==> config.mk <==
export PLATFORM = sky130hd
export DESIGN_NAME = status_alu
export DESIGN_NICKNAME = d
export VERILOG_FILES = /design/src/rtl/status_alu_pkg.sv /design/src/rtl/alu_arith.sv /design/src/rtl/alu_logic.sv /design/src/rtl/alu_status_reg.sv /design/src/rtl/status_alu.sv
export SDC_FILE = /design/constraint.sdc
export NUM_CORES = 1
export LEC_CHECK = 0
export ABC_AREA = 1
export BUFFER_PORTS_ARGS = -buffer_cell sky130_fd_sc_hd__buf_2
export CAP_MARGIN = 40
export CORE_MARGIN = 2
export CORE_UTILIZATION = 56
export CTS_CLUSTER_SIZE = 10
export DETAILED_ROUTE_END_ITERATION = 8
export PLACE_DENSITY = 0.86
export SETUP_SLACK_MARGIN = 0.02
export SYNTH_ARGS = -nofsm -noshare
export SYNTH_HDL_FRONTEND = slang
export SYNTH_SLANG_ARGS = --single-unit
export TNS_END_PERCENT = 50
==> constraint.sdc <==
create_clock -name clk -period 13.1 [get_ports clk]
set_input_delay 1.965 -clock clk [delete_from_list [all_inputs] [get_ports clk]]
set_output_delay 1.965 -clock clk [all_outputs]
set_load 0.01 [all_outputs]
==> src/rtl/status_alu_pkg.sv <==
package status_alu_pkg;
   typedef enum logic [2:0] {
      OP_ADD = 3'd0,
      OP_ADC = 3'd1,
      OP_SUB = 3'd2,
      OP_SBC = 3'd3,
      OP_AND = 3'd4,
      OP_OR  = 3'd5,
      OP_XOR = 3'd6,
      OP_MOV = 3'd7
   } alu_op_e;

   localparam int FLG_C = 0;
   localparam int FLG_Z = 1;
   localparam int FLG_N = 2;
   localparam int FLG_V = 3;
   localparam int FLG_S = 4;
   localparam int FLG_H = 5;
   localparam int FLG_COUNT = 6;
endpackage

==> src/rtl/alu_arith.sv <==
// Ripple add/subtract core. Subtraction uses a + ~b + ~borrow, so the chain
// carries are inverted to give borrow semantics for the carry and half flags.
module alu_arith #(
   parameter int WIDTH    = 8,
   parameter int HALF_POS = 4
) (
   input  logic [WIDTH-1:0] a,
   input  logic [WIDTH-1:0] b,
   input  logic             sub,
   input  logic             cin,
   output logic [WIDTH-1:0] sum,
   output logic             cy_out,
   output logic             half_out,
   output logic             ovf_out
);
   localparam int CHAIN = WIDTH + 1;

   if (WIDTH < 2) begin : g_bad_width
      $error("alu_arith: WIDTH must be at least 2");
   end
   if (HALF_POS < 1 || HALF_POS >= WIDTH) begin : g_bad_half
      $error("alu_arith: HALF_POS must lie inside the word");
   end

   logic [WIDTH-1:0] b_eff;
   logic [CHAIN-1:0] chain;

   assign b_eff    = sub ? ~b : b;
   assign chain[0] = sub ? ~cin : cin;

   for (genvar i = 0; i < WIDTH; i++) begin : g_bit
      assign sum[i]     = a[i] ^ b_eff[i] ^ chain[i];
      assign chain[i+1] = (a[i] & b_eff[i]) | (chain[i] & (a[i] ^ b_eff[i]));
   end

   assign cy_out   = chain[WIDTH] ^ sub;
   assign half_out = chain[HALF_POS] ^ sub;
   assign ovf_out  = chain[WIDTH] ^ chain[WIDTH-1];
endmodule

==> src/rtl/alu_logic.sv <==
module alu_logic #(
   parameter int WIDTH = 8
) (
   input  logic [1:0]       fn,
   input  logic [WIDTH-1:0] a,
   input  logic [WIDTH-1:0] b,
   output logic [WIDTH-1:0] y
);
   always_comb begin
      unique case (fn)
         2'd0:    y = a & b;
         2'd1:    y = a | b;
         2'd2:    y = a ^ b;
         default: y = b;
      endcase
   end
endmodule

==> src/rtl/alu_status_reg.sv <==
module alu_status_reg #(
   parameter int SW = 8
) (
   input  logic          clk,
   input  logic          rst_n,
   input  logic          load,
   input  logic [SW-1:0] d,
   output logic [SW-1:0] q
);
   always_ff @(posedge clk or negedge rst_n) begin
      if (!rst_n)    q <= '0;
      else if (load) q <= d;
   end

   assert_no_load_hold_R11: assert property (@(posedge clk) disable iff (!rst_n)
      !load |=> q == $past(q));
endmodule

==> src/rtl/status_alu.sv <==
module status_alu
   import status_alu_pkg::*;
#(
   parameter int WIDTH    = 8,
   parameter int STATUS_W = 8,
   parameter int HALF_POS = 4
) (
   input  logic                clk,
   input  logic                rst_n,
   input  logic [2:0]          op_sel,
   input  logic [WIDTH-1:0]    opa,
   input  logic [WIDTH-1:0]    opb,
   input  logic                flag_we,
   output logic [WIDTH-1:0]    result,
   output logic [STATUS_W-1:0] status
);
   localparam int MSB = WIDTH - 1;

   if (STATUS_W < FLG_COUNT) begin : g_bad_status
      $error("status_alu: STATUS_W too small for the flag set");
   end

   alu_op_e op;
   logic    is_arith;
   logic    is_move;
   logic [WIDTH-1:0] arith_y, logic_y;
   logic    cy, half, ovf;
   logic [STATUS_W-1:0] status_d;

   assign op       = alu_op_e'(op_sel);
   assign is_arith = ~op_sel[2];
   assign is_move  = (op == OP_MOV);

   alu_arith #(.WIDTH(WIDTH), .HALF_POS(HALF_POS)) u_arith (
      .a(opa), .b(opb), .sub(op_sel[1]),
      .cin(op_sel[0] & status[FLG_C]),
      .sum(arith_y), .cy_out(cy), .half_out(half), .ovf_out(ovf)
   );

   alu_logic #(.WIDTH(WIDTH)) u_logic (
      .fn(op_sel[1:0]), .a(opa), .b(opb), .y(logic_y)
   );

   assign result = is_arith ? arith_y : logic_y;

   always_comb begin
      status_d        = '0;
      status_d[FLG_C] = is_arith ? cy   : status[FLG_C];
      status_d[FLG_H] = is_arith ? half : status[FLG_H];
      status_d[FLG_V] = is_arith & ovf;
      status_d[FLG_N] = result[MSB];
      status_d[FLG_Z] = (result == '0);
      status_d[FLG_S] = result[MSB] ^ (is_arith & ovf);
   end

   alu_status_reg #(.SW(STATUS_W)) u_status (
      .clk(clk), .rst_n(rst_n), .load(flag_we & ~is_move),
      .d(status_d), .q(status)
   );

   assert_move_keeps_flags_R10: assert property (@(posedge clk) disable iff (!rst_n)
      (flag_we && op_sel == 3'd7) |=> status == $past(status));
   assert_sign_rule_R7: assert property (@(posedge clk) disable iff (!rst_n)
      status[FLG_S] == (status[FLG_N] ^ status[FLG_V]));
   assert_logic_clears_v_R9: assert property (@(posedge clk) disable iff (!rst_n)
      (flag_we && op_sel[2] && op_sel != 3'd7) |=>
         (!status[FLG_V] && status[FLG_C] == $past(status[FLG_C])
          && status[FLG_H] == $past(status[FLG_H])));
   assert_zero_flag_R5: assert property (@(posedge clk) disable iff (!rst_n)
      (flag_we && op_sel != 3'd7) |=> status[FLG_Z] == ($past(result) == '0));
   assert_add_overflow_R6: assert property (@(posedge clk) disable iff (!rst_n)
      (flag_we && op_sel == 3'd0) |=>
         status[FLG_V] == (($past(opa[MSB]) == $past(opb[MSB]))
                           && ($past(result[MSB]) != $past(opa[MSB]))));
   assert_upper_bits_zero_R5: assert property (@(posedge clk) disable iff (!rst_n)
      status[STATUS_W-1:FLG_COUNT] == '0);
endmodule

Word-level counts from Yosys, hierarchy flattened
Cells that the tools add are included.
{"block": "totals", "reg_bits": 6, "in_bits": 22, "rom_bits": 0, "mem_bits_rw": 0, "latch_bits": 0, "wordCells": 66, "output_inout_bits": 16, "mem_count": 0}
{"block": "classes", "n_mux": 4, "n_div": 0, "n_bitwise": 54, "n_eq_ne": 3, "reduce_logical": 3, "n_shift": 0, "multipliers": 0, "addsub": 0, "magnitude_cmp": 0}
{"op": "8-bit one-hot mux with 3 select lines", "count": 1}
{"op": "1-bit XOR", "count": 20}
{"op": "1-bit bitwise AND", "count": 19}
{"op": "8-bit two-way mux", "count": 2}
{"op": "8-bit bitwise AND", "count": 1}
{"op": "8-bit zero test", "count": 1}
{"op": "8-bit NOT", "count": 1}
{"op": "1-bit OR", "count": 8}
{"op": "8-bit OR", "count": 1}
{"op": "8-bit XOR", "count": 1}
{"op": "3-bit equality test (second input constant)", "count": 1}
{"op": "1-bit NOT", "count": 3}
{"op": "2-bit by 1-bit equality test with 1-bit output (second input constant)", "count": 1}
{"op": "2-bit equality test (second input constant)", "count": 1}
{"op": "2-bit zero test", "count": 1}
{"op": "2-bit AND reduction", "count": 1}
{"op": "1-bit two-way mux", "count": 1}

Longest topological paths before layout
{"block": "depth", "ltp_word": 22, "ltp_mapped": 23, "mapped_depth_nobuf": 22}

By module
Synthesis repeated with hierarchy kept, for this count alone.
{"block": "hier_totals", "hier_cells": 244, "hier_area_um2": 1491.4}
{"mod": "alu_logic", "cells_each": 86, "area_per_inst_um2": 558.0, "instances": 1}
{"mod": "alu_arith", "cells_each": 74, "area_per_inst_um2": 419.2, "instances": 1}
{"mod": "alu_status_reg", "cells_each": 34, "area_per_inst_um2": 305.3, "instances": 1}
{"mod": "status_alu", "cells_each": 50, "area_per_inst_um2": 209.0, "instances": 1}

Worst setup path before layout
Ideal clock, no wire load.
{"block": "synth_timing", "kind": "input to output", "start": "input op_sel[1]", "end": "output result[7]", "cell_stages": 20, "path_buffers": 3, "slack_ns": 5.571, "arrival_ns": 5.564, "path_cell_list": "buf_2 -> buf_6 -> xor2_1 -> fa_1 -> inv_1 -> fa_1 -> fa_1 -> fa_1 -> inv_1 -> fa_1 -> inv_1 -> fa_1 -> inv_1 -> fa_1 -> fa_1 -> inv_1 -> nor2_1 -> a21oi_2 -> inv_1 -> buf_4"}
{"block": "synth_via", "elab_chain_len": 18, "elab_cells_between_ends": 37, "classes_between": "eq/ne: 2; mux: 4; bitwise: 30; reduce/logical: 1"}
{"element": "start, declared", "line_no": "status_alu.sv:10", "source": "input logic [2:0] op_sel,"}
{"element": "8-bit two-way mux", "line_no": "alu_arith.sv:28", "source": "assign b_eff = sub ? ~b : b;"}
{"element": "1-bit XOR", "line_no": "alu_arith.sv:33", "source": "assign chain[i+1] = (a[i] & b_eff[i]) | (chain[i] & (a[i] ^ b_eff[i]));"}
{"element": "1-bit bitwise AND", "line_no": "alu_arith.sv:33"}
{"element": "1-bit OR", "line_no": "alu_arith.sv:33"}
{"element": "1-bit bitwise AND", "line_no": "alu_arith.sv:33"}
{"element": "1-bit OR", "line_no": "alu_arith.sv:33"}
{"element": "1-bit bitwise AND", "line_no": "alu_arith.sv:33"}
{"element": "1-bit OR", "line_no": "alu_arith.sv:33"}
{"element": "(+2 left out)"}
{"element": "1-bit bitwise AND", "line_no": "alu_arith.sv:33"}
{"element": "1-bit OR", "line_no": "alu_arith.sv:33"}
{"element": "1-bit bitwise AND", "line_no": "alu_arith.sv:33"}
{"element": "1-bit OR", "line_no": "alu_arith.sv:33"}
{"element": "1-bit bitwise AND", "line_no": "alu_arith.sv:33"}
{"element": "1-bit OR", "line_no": "alu_arith.sv:33"}
{"element": "1-bit XOR", "line_no": "alu_arith.sv:32", "source": "assign sum[i] = a[i] ^ b_eff[i] ^ chain[i];"}
{"element": "8-bit two-way mux (*)", "line_no": "status_alu.sv:44", "source": "assign result = is_arith ? arith_y : logic_y;"}
{"element": "end, declared", "line_no": "status_alu.sv:14", "source": "output logic [WIDTH-1:0] result,"}
Every way passes the cells marked *; elsewhere a longest branch is shown, timed or not.

Worst setup path after layout
Ends and elaborated chain as after synthesis.

==> metrics.txt <==
result of the run=completed; largest net degree at the start of global routing=23; Most common cell on crit path=fa_1; drt via density=5.09; Reg clk slew, reported paths=~40 ps; CP Launch Point=op_sel[1]; final wirelength=2640 µm; TNS Setup=0 ps; Register Area=150 µm²; CP cell instances=buf_2 -> nor2_2 -> o22ai_1 -> fa_1 -> inv_1 -> fa_1 -> fa_1 -> fa_1 -> inv_1 -> fa_1 -> inv_1 -> fa_1 -> inv_1 -> fa_1 -> fa_1 -> inv_1 -> nor2_1 -> a21oi_2 -> inv_1 -> buf_2; Top Family by Delay on Critical Path=adder cells; period utilisation layout=60.8%; met3 Usage GRT=4.39%; FF-to-FF Start=u_status.q[0]; CTS buffer count=3; CP Buf/Inv Count=8; Cells after Synth=179; startpoint class of the critical path=input pin; post-CTS sizing=0; first-pass GRT wire length=4690 µm; share of the yosys chip area belonging to registers=~12%; gr ovfl total=0; Setup CP Type=input pin to output pin; Largest register FFs=6; met1 usage=30.1%; Total Power=103 µW; initial antenna violation count=0; CTS tree=built; Avg WL per Cell=around 11 µm; Cell variety after synth=27; I/O pins=38; worst vdd ir=0.0000838 V; Antenna Nets Post-Route=0; max cap viols=0; crit path DAT=6000 ps; pins over their slew limit=0; most frequent cells in the layout=36 x inv_1, 35 x buf_2, 30 x nand2_1, 16 x ha_1; #FFs+latches synth=6; Multi-input gate area=885 µm²; Critical Path End=result[7]; most used routing layer=met2; Die Wd=51.1 µm; leakage power=0.000831 µW; die area=2610 µm²; Largest Register=u_status.q; Core Region=2150 µm²; Final min period=7960 ps; final hold violation count=0; slowest stage delay, CP=420 ps; post-cts hold buffer count=0; Avg Cell Area, Syn=6.95 µm²; r2r endpoint=u_status.q[1]; Hold Crit Class=register to register; final setup vio count=0; DRT Pass-1 Iters=4; slowest stage cell on the critical path=fa_1; I/O Buffers=35; Die H=slightly above 50 µm; Max Clock Skew=2.91 ps; vias in the first global route=1124; biggest registers after layout=u_status.q x6; clk sink count=6; WP data required=11140 ps; GRT Overall Usage=23.0%; most common cell after layout, fill and taps aside=inv_1; clock root buffer=clkbuf_4; CP endpoint kind=output pin; CTS HTree Levels=1; Clk Latency, worst-skew pair=240 ps; via count=1211; R2R cell count=21; f_max=126 MHz; Crit path depth=20; Row Count=17; drc violations=0; synthesis-to-layout area growth=13.7%; GP Congestion=0.850; Ys Warns=0; Post-CTS Setup Repair Bufs=0; unrepaired setup endpoints after global routing=no; met2 Use GR=40.0%; diodes inserted=0; reg2reg setup slack=9160 ps; synthesized area=1240 µm²; Pwr Density=between 70 and 80 nW/µm²; Initial Util=57.9%; detailed placement HPWL=roughly 2100 µm; CP max FO=22; layout cells sized above 1=21.9%; CTS Buffer Depth=2; initial DRC count=15; FILL cells=200; Final #Nets=between 200 and 300
power breakdown:
part	switching [µW]	internal [µW]	leakage, µW
clock network	5.94	10.3	0.0000138
logic	36.7	25.5	0.000741
registers	2.14	21.9	0.0000765
total	44.8	57.7	0.000831
worst min path at each step:
stage	from	to	slack [ps]	depth (start not counted)
floorplan	u_status.q[1]	u_status.q[1]	520	2
global placement	u_status.q[1]	u_status.q[1]	470	2
detailed placement	u_status.q[3]	u_status.q[3]	460	2
CTS	u_status.q[3]	u_status.q[3]	480	2
global route	u_status.q[3]	u_status.q[3]	500	2
finish	u_status.q[3]	u_status.q[3]	470	2
tightest hold or removal path, stage by stage, from the launching register on:
cell,delay (ps)
dfrtp_1,330
nand2_1,50
nand2_1,60
through the flow:
step	setup slack, ps	hold slack, ps	area, µm²	instances	utilization (%)
6_report	5140	473	1410	238	65.8
4_1_cts	5120	477	1410	238	65.8
3_5_place_dp	5120	464	1390	235	64.8
5_1_grt	4810	500	1410	238	65.8
3_3_place_gp	5240	466	1390	235	64.8
2_1_floorplan	5570	515	1250	180	-
final cells by class:
| type | instances | area share, % |
|---|---|---|
| Sequential cell | 6 | 10.6 |
| Multi-Input combinational cell | 127 | 62.6 |
| Tap cell | 28 | 2.48 |
| Clock buffer | 3 | 1.59 |
| Inverter | 39 | 10.4 |
| Timing Repair Buffer | 35 | 12.4 |
cell usage after synthesis:
library cell / number / area [µm²]
inv_1: 36 / 135
nand2_1: 30 / 113
ha_1: 16 / 200
a21oi_1: 14 / 70.1
nand3_1: 14 / 70.1
nor2_1: 12 / 45.0
fa_1: 8 / 160
dfrtp_1: 6 / 150
o21ai_0: 5 / 25.0
xnor2_1: 5 / 43.8
xor2_1: 5 / 43.8
o21ai_1: 4 / 20.0
buf_4: 3 / 22.5
buf_6: 3 / 33.8
nand3b_1: 3 / 22.5
buf_2: 2 / 10.0
inv_2: 2 / 7.51
nor2_2: 2 / 12.5
a21oi_2: 1 / 8.76
clkinv_1: 1 / 3.75
conb_1: 1 / 3.75
nand2_2: 1 / 6.26
o211ai_1: 1 / 7.51
o21a_1: 1 / 7.51
o21ai_2: 1 / 8.76
o22ai_1: 1 / 6.26
or2_2: 1 / 6.26
layer usage:
| metal | vias up | share of wire, % |
|---|---|---|
| met5 | - | 0 |
| met3 | 2 | 5.0 |
| met4 | 0 | 0.80 |
| met2 | 34 | 48 |
| met1 | 564 | 46 |
| li1 | 611 | - |
logic make-up (layout without fill, tap and decap cells):
logic type,Yosys count,after routing,share of synthesized area [%]
flip-flops,6,6,12.1
adder cells (fa/ha/maj),24,24,29.0
AO/OA/AOI/OAI,28,28,12.4
XOR/XNOR,10,10,7.04
other,1,2,0.302
buffers and inverters,47,77,17.1
AND/OR/NAND/NOR,63,63,22.1
(Power assumes the default switching activity.)
